<file path="src/rtl/tbc_pkg.sv">
package tbc_pkg;
  typedef enum logic [1:0] {
    ST_IDLE = 2'd0,
    ST_RUN  = 2'd1,
    ST_DONE = 2'd2
  } tbc_state_e;
endpackage

</file>
<file path="src/rtl/tbc_zero_det.sv">
module tbc_zero_det #(
  parameter int W     = 16,
  parameter int SEG_W = 4
) (
  input  logic [W-1:0] word_i,
  output logic         zero_o
);
  localparam int NSEG = W / SEG_W;
  logic [NSEG-1:0] seg_zero;

  for (genvar s = 0; s < NSEG; s++) begin : g_seg
    assign seg_zero[s] = ~|word_i[s*SEG_W +: SEG_W];
  end

  assign zero_o = &seg_zero;
endmodule

</file>
<file path="src/rtl/tbc_counter.sv">
module tbc_counter #(
  parameter int W     = 16,
  parameter int SEG_W = 4
) (
  input  logic         clk_i,
  input  logic         rst_ni,
  input  logic         load_i,
  input  logic [W-1:0] load_val_i,
  input  logic         inc_i,
  output logic [W-1:0] cnt_o,
  output logic         ones_o
);
  localparam int NSEG = W / SEG_W;

  logic [W-1:0]    cnt_q;
  logic [W-1:0]    cnt_inc;
  logic [NSEG:0]   carry;
  logic [NSEG-1:0] seg_ones;

  assign carry[0] = 1'b1;

  // segmented incrementer: carry skips across all-ones segments
  for (genvar s = 0; s < NSEG; s++) begin : g_seg
    logic [SEG_W-1:0] seg;
    assign seg         = cnt_q[s*SEG_W +: SEG_W];
    assign seg_ones[s] = &seg;
    assign carry[s+1]  = carry[s] & seg_ones[s];
    assign cnt_inc[s*SEG_W +: SEG_W] = carry[s] ? seg + SEG_W'(1) : seg;
  end

  always_ff @(posedge clk_i or negedge rst_ni) begin
    if (!rst_ni)     cnt_q <= '0;
    else if (load_i) cnt_q <= load_val_i;
    else if (inc_i)  cnt_q <= cnt_inc;
  end

  assign cnt_o  = cnt_q;
  assign ones_o = carry[NSEG];

  AST_INC_STEP: assert property (@(posedge clk_i) disable iff (!rst_ni)
    (inc_i && !load_i) |=> (cnt_q == $past(cnt_q) + W'(1)));
  AST_HOLD_IDLE: assert property (@(posedge clk_i) disable iff (!rst_ni)
    (!inc_i && !load_i) |=> $stable(cnt_q));
endmodule

</file>
<file path="src/rtl/tbc_ctrl.sv">
module tbc_ctrl
  import tbc_pkg::*;
(
  input  logic clk_i,
  input  logic rst_ni,
  input  logic load_i,
  input  logic word_zero_i,
  input  logic fetch_i,
  input  logic cnt_ones_i,
  output logic inc_o,
  output logic dma_req_o,
  output logic last_o,
  output logic done_o,
  output logic own_rel_o
);
  tbc_state_e state_q, state_d;
  logic       rel_q, rel_d;
  logic       run;

  assign run   = (state_q == ST_RUN);
  assign inc_o = run && fetch_i && !load_i;

  always_comb begin
    state_d = state_q;
    rel_d   = 1'b0;
    if (load_i) begin
      if (word_zero_i) begin
        state_d = ST_DONE;
        rel_d   = 1'b1;
      end else begin
        state_d = ST_RUN;
      end
    end else if (inc_o && cnt_ones_i) begin
      state_d = ST_DONE;
      rel_d   = 1'b1;
    end
  end

  always_ff @(posedge clk_i or negedge rst_ni) begin
    if (!rst_ni) begin
      state_q <= ST_IDLE;
      rel_q   <= 1'b0;
    end else begin
      state_q <= state_d;
      rel_q   <= rel_d;
    end
  end

  assign dma_req_o = run;
  assign last_o    = run && cnt_ones_i;
  assign done_o    = (state_q == ST_DONE);
  assign own_rel_o = rel_q;

  AST_ZERO_NO_DMA: assert property (@(posedge clk_i) disable iff (!rst_ni)
    (load_i && word_zero_i) |=> (done_o && !dma_req_o && own_rel_o));
  AST_LOAD_RUN: assert property (@(posedge clk_i) disable iff (!rst_ni)
    (load_i && !word_zero_i) |=> (dma_req_o && !done_o));
  AST_LAST_ACTIVE: assert property (@(posedge clk_i) disable iff (!rst_ni)
    last_o |-> dma_req_o);
  AST_FINAL_FETCH: assert property (@(posedge clk_i) disable iff (!rst_ni)
    (last_o && fetch_i && !load_i) |=> (done_o && !dma_req_o && own_rel_o));
  AST_DONE_STICKY: assert property (@(posedge clk_i) disable iff (!rst_ni)
    (done_o && !load_i) |=> (done_o && !own_rel_o));
  AST_REL_PULSE: assert property (@(posedge clk_i) disable iff (!rst_ni)
    own_rel_o |=> (!own_rel_o || $past(load_i)));
  AST_MUTEX: assert property (@(posedge clk_i) disable iff (!rst_ni)
    $onehot0({dma_req_o, done_o}));
endmodule

</file>
<file path="src/rtl/tx_byte_counter.sv">
module tx_byte_counter #(
  parameter int CNT_W = 16,
  parameter int SEG_W = 4
) (
  input  logic             clk_i,
  input  logic             rst_ni,
  input  logic [CNT_W-1:0] desc_word_i,
  input  logic             load_i,
  input  logic             fetch_i,
  output logic             dma_req_o,
  output logic             last_o,
  output logic             done_o,
  output logic             own_rel_o
);
  logic             word_zero;
  logic             inc;
  logic             cnt_ones;
  logic [CNT_W-1:0] cnt;

  tbc_zero_det #(.W(CNT_W), .SEG_W(SEG_W)) u_zero (
    .word_i (desc_word_i),
    .zero_o (word_zero)
  );

  tbc_counter #(.W(CNT_W), .SEG_W(SEG_W)) u_cnt (
    .clk_i      (clk_i),
    .rst_ni     (rst_ni),
    .load_i     (load_i),
    .load_val_i (desc_word_i),
    .inc_i      (inc),
    .cnt_o      (cnt),
    .ones_o     (cnt_ones)
  );

  tbc_ctrl u_ctrl (
    .clk_i       (clk_i),
    .rst_ni      (rst_ni),
    .load_i      (load_i),
    .word_zero_i (word_zero),
    .fetch_i     (fetch_i),
    .cnt_ones_i  (cnt_ones),
    .inc_o       (inc),
    .dma_req_o   (dma_req_o),
    .last_o      (last_o),
    .done_o      (done_o),
    .own_rel_o   (own_rel_o)
  );

  AST_RESET_IDLE: assert property (@(posedge clk_i)
    !rst_ni |=> (!dma_req_o && !done_o && !own_rel_o) || $past(load_i));
  AST_RUN_NONZERO: assert property (@(posedge clk_i) disable iff (!rst_ni)
    dma_req_o |-> (cnt != '0));
endmodule

</file>
<file path="config.mk">
export PLATFORM = sky130hd
export DESIGN_NAME = tx_byte_counter
export DESIGN_NICKNAME = d
export VERILOG_FILES = /design/src/rtl/tbc_pkg.sv /design/src/rtl/tbc_zero_det.sv /design/src/rtl/tbc_counter.sv /design/src/rtl/tbc_ctrl.sv /design/src/rtl/tx_byte_counter.sv
export SDC_FILE = /design/constraint.sdc
export NUM_CORES = 1
export LEC_CHECK = 0
export ABC_CLOCK_PERIOD_IN_PS = 3200
export BUFFER_PORTS_ARGS = -buffer_cell sky130_fd_sc_hd__buf_2
export CAP_MARGIN = 20
export CORE_UTILIZATION = 57
export CTS_CLUSTER_DIAMETER = 30
export DETAILED_ROUTE_END_ITERATION = 10
export PLACE_DENSITY = 0.83
export SYNTH_ARGS = -nofsm -noshare
export SYNTH_HDL_FRONTEND = slang
export SYNTH_HIERARCHICAL = 1
export SYNTH_SLANG_ARGS = --single-unit
export TNS_END_PERCENT = 1
</file>
<file path="constraint.sdc">
create_clock -name clk_i -period 3.2 [get_ports clk_i]
set_input_delay 0.32 -clock clk_i [delete_from_list [all_inputs] [get_ports clk_i]]
set_output_delay 0.32 -clock clk_i [all_outputs]
set_load 0.05 [all_outputs]
</file>
==> flow_summary.yaml <==
yosys:
  synthTopCellsByArea: "dfrtp_1 41%, ha_1 4.3%, o21ai_0 4.3%, nand2_1 3.6%, a31oi_1 3.2%"
  ys_ff_latch: 19
  yosysMostFrequentCell: "dfrtp_1"
  seq_area_frac_synth: 0.410
  syn_area_um2: 1160
  async_flop_share: 1.00
  synth_area_per_cell_um2: 9.27
  synth_area_leader_cell: "dfrtp_1"
  synth_edf_count: 0
  synth_ff_type: "dfrtp_1"
  ys_warn_count: 6
  synth_cells: 125
  ys_types: 42
  synth_common_cells: "19 x dfrtp_1, 11 x nand2_1, 10 x o21ai_0"
  synth.net_count: 149
  yosys.area.top_type_share: 0.410
place:
  gp_congestion: 0.843
  portBuffers: 23
  place_inst: 168
  hpwlAfterDp_um: 2060
die:
  dieArea_um2: 2220
  core-area_um2: 1820
  die_y_um: 47.1
  die-width_um: 47.1
  rows: 15
  start_util: 0.636
  ios: 24
run_status:
  status: "finished clean"
sta:
  finalClockSkew_ns: 0.00664
  period_share: 0.810
  tns_ns: 0
  post-route-min-period_ns: 2.59
  whs_ns: 0.258
  rsz0062_at_grt: "no"
  worstMarginPinSlew_ns: 0.755
  slew_headroom: 0.493
  fmax_mhz: 386
  slew_viol_final: 0
  hold_viol_final: 0
  setup_viol: 0
grt:
  grt_antenna_before_repair: 0
  grt_usage: 0.286
  grt_max_degree: 28
  overflow: 0
  grt_pass1_vias: 980
  grt_pass1_wl_um: 4330
pwr:
  power.leakage_nw: 0.558
  ir_drop_mv: 0.276
  power_mw: 0.507
  power_density_nw_per_um2: 384
worst_setup_path:
  start_kind: "flip-flop"
  crit_buf_inv: 1
  worstSetupPathType: "flip-flop to output port"
  arrival_ns: 2.27
  cp-end-kind: "output port"
  reg2reg_slack_ns: 0.88
  worstPathCellList: "ha_1, nand4_2, nor4_1, and2_1, buf_2"
  path_delay_family: "simple AND/OR/NAND/NOR gates"
  critical_path_required_ns: 2.88
  crit_slowest_cell: "nor4_1"
  slowest_delay_ns: 0.62
  worstPathMaxFanout: 7
cts:
  clk_latency_ns: 0.30
  cts_tree: "built"
  cts-htree-levels: 1
  ctsResizeCount: 0
  clk_pin_slew_worst_paths_ns: 0.11
  ctsRootBufferMaster: "clkbuf_4"
  cts_made_buffers: 3
  ctsLongestPathBuffers: 2
  clock_sinks: 19
finish:
  antenna-diode-count: 0
  drive_gt1_frac: 0.250
  final_cells: 173
  nets: 173
  areaGrowthSynthToFinish_pct: 13.9
flow_run:
  maxCapViolations: 0
route:
  drc_errors: 0
  avgViaCountPerCell: 6.11
  drt-initial-drc-count: 32
  wirelength_um: 2680
  routed-via-count: 1057
  first_pass_iters: 4
  final_antenna_net_count: 0
  routedWlPerCell_um: 15.5
worst_hold_path:
  hp-class: "input port to flip-flop"
-- kinds of logic (layout without fill, tap and decap cells) --
| kind of cell | after synthesis | after routing | share of synthesized area |
|---|---|---|---|
| and+or+nand+nor | 57 | 57 | 0.293 |
| AOI/OAI and AO/OA | 29 | 29 | 0.165 |
| DFF | 19 | 19 | 0.410 |
| buffers and inverters | 9 | 32 | 0.0313 |
| adders and majority gates | 4 | 4 | 0.0432 |
| xor gates and xnor gates | 4 | 4 | 0.0302 |
| muxes | 3 | 3 | 0.0270 |
-- sequential cells by signal, indices dropped and copies added (netlist names) --
| signal | cells |
|---|---|
| u_cnt/cnt_o | 16 |
| u_ctrl/state_q | 2 |
| u_ctrl/own_rel_o | 1 |
-- power by group --
part	switching (mW)	leakage, nW	total (mW)	internal [mW]
clock network	0.0745	0.0150	0.123	0.0485
registers	0.0246	0.224	0.285	0.261
logic	0.0562	0.319	0.0987	0.0425
-- layout by cell type (no fill, tap or decap), drive strengths merged, types with 2 or more instances in the layout --
cell type  instances
clkbuf             4
nor2               8
nand2             11
ha                 4
nor2b              3
nand4              4
a41oi              2
or4                2
nand3              7
o31ai              2
xnor2              3
a31oi              6
and4               4
or3                5
and2               2
mux2i              2
nor4               5
o21ai             11
dfrtp             19
buf               23
inv                4
-- per-stage QoR --
stage | util | worst slack, ns | area [um2]
5_1_grt | 0.725 | 0.449 | 1320
3_3_place_gp | 0.705 | 0.871 | 1280
2_1_floorplan | - | 1.20 | 1160
4_1_cts | 0.725 | 0.635 | 1320
3_5_place_dp | 0.705 | 0.759 | 1280
6_report | 0.725 | 0.608 | 1320
-- tightest hold or removal path, stage by stage --
cell and delay (ns):
buf_2 0.09, nand2_1 0.05, o21ai_0 0.06
-- area by class of cell --
class | instances | area, um2
Multi-Input combinational cell | 97 | 647
Tap cell | 25 | 31.3
Fill cell | 155 | 500
Sequential cell | 19 | 475
Timing Repair Buffer | 24 | 125
Inverter | 4 | 15.0
Clock buffer | 4 | 26.3
-- timing repair --
| item | in CTS | in global routing |
|---|---|---|
| endpoints found under the hold margin | 19 | 0 |
| buffers inserted | 0 | 0 |
| hold buffers | 1 | 0 |
| setup endpoints to repair | 0 | 0 |
-- path summary, 6_finish.rpt --
kind	from	to	cells past startpoint
worst max-delay path	u_cnt/cnt_o[4]	last_o	5
worst min-delay path	desc_word_i[4]	u_cnt/cnt_o[4]	3
worst max register to register	u_ctrl/state_q[1]	u_cnt/cnt_o[15]	4
worst min register to register	u_cnt/cnt_o[13]	u_cnt/cnt_o[13]	2
max in group asynchronous	rst_ni	u_cnt/cnt_o[14]	2
min in group asynchronous	rst_ni	u_cnt/cnt_o[6]	2
-- per-layer routing --
layer  vias to the layer above  global-route usage  wire (um)
met5                         -                   0          0
li1                        519                   -          -
met3                         6              0.0346        136
met4                         0               0.126         35
met1                       495               0.394       1230
met2                        37               0.453       1280
(Power assumes the default switching activity.)
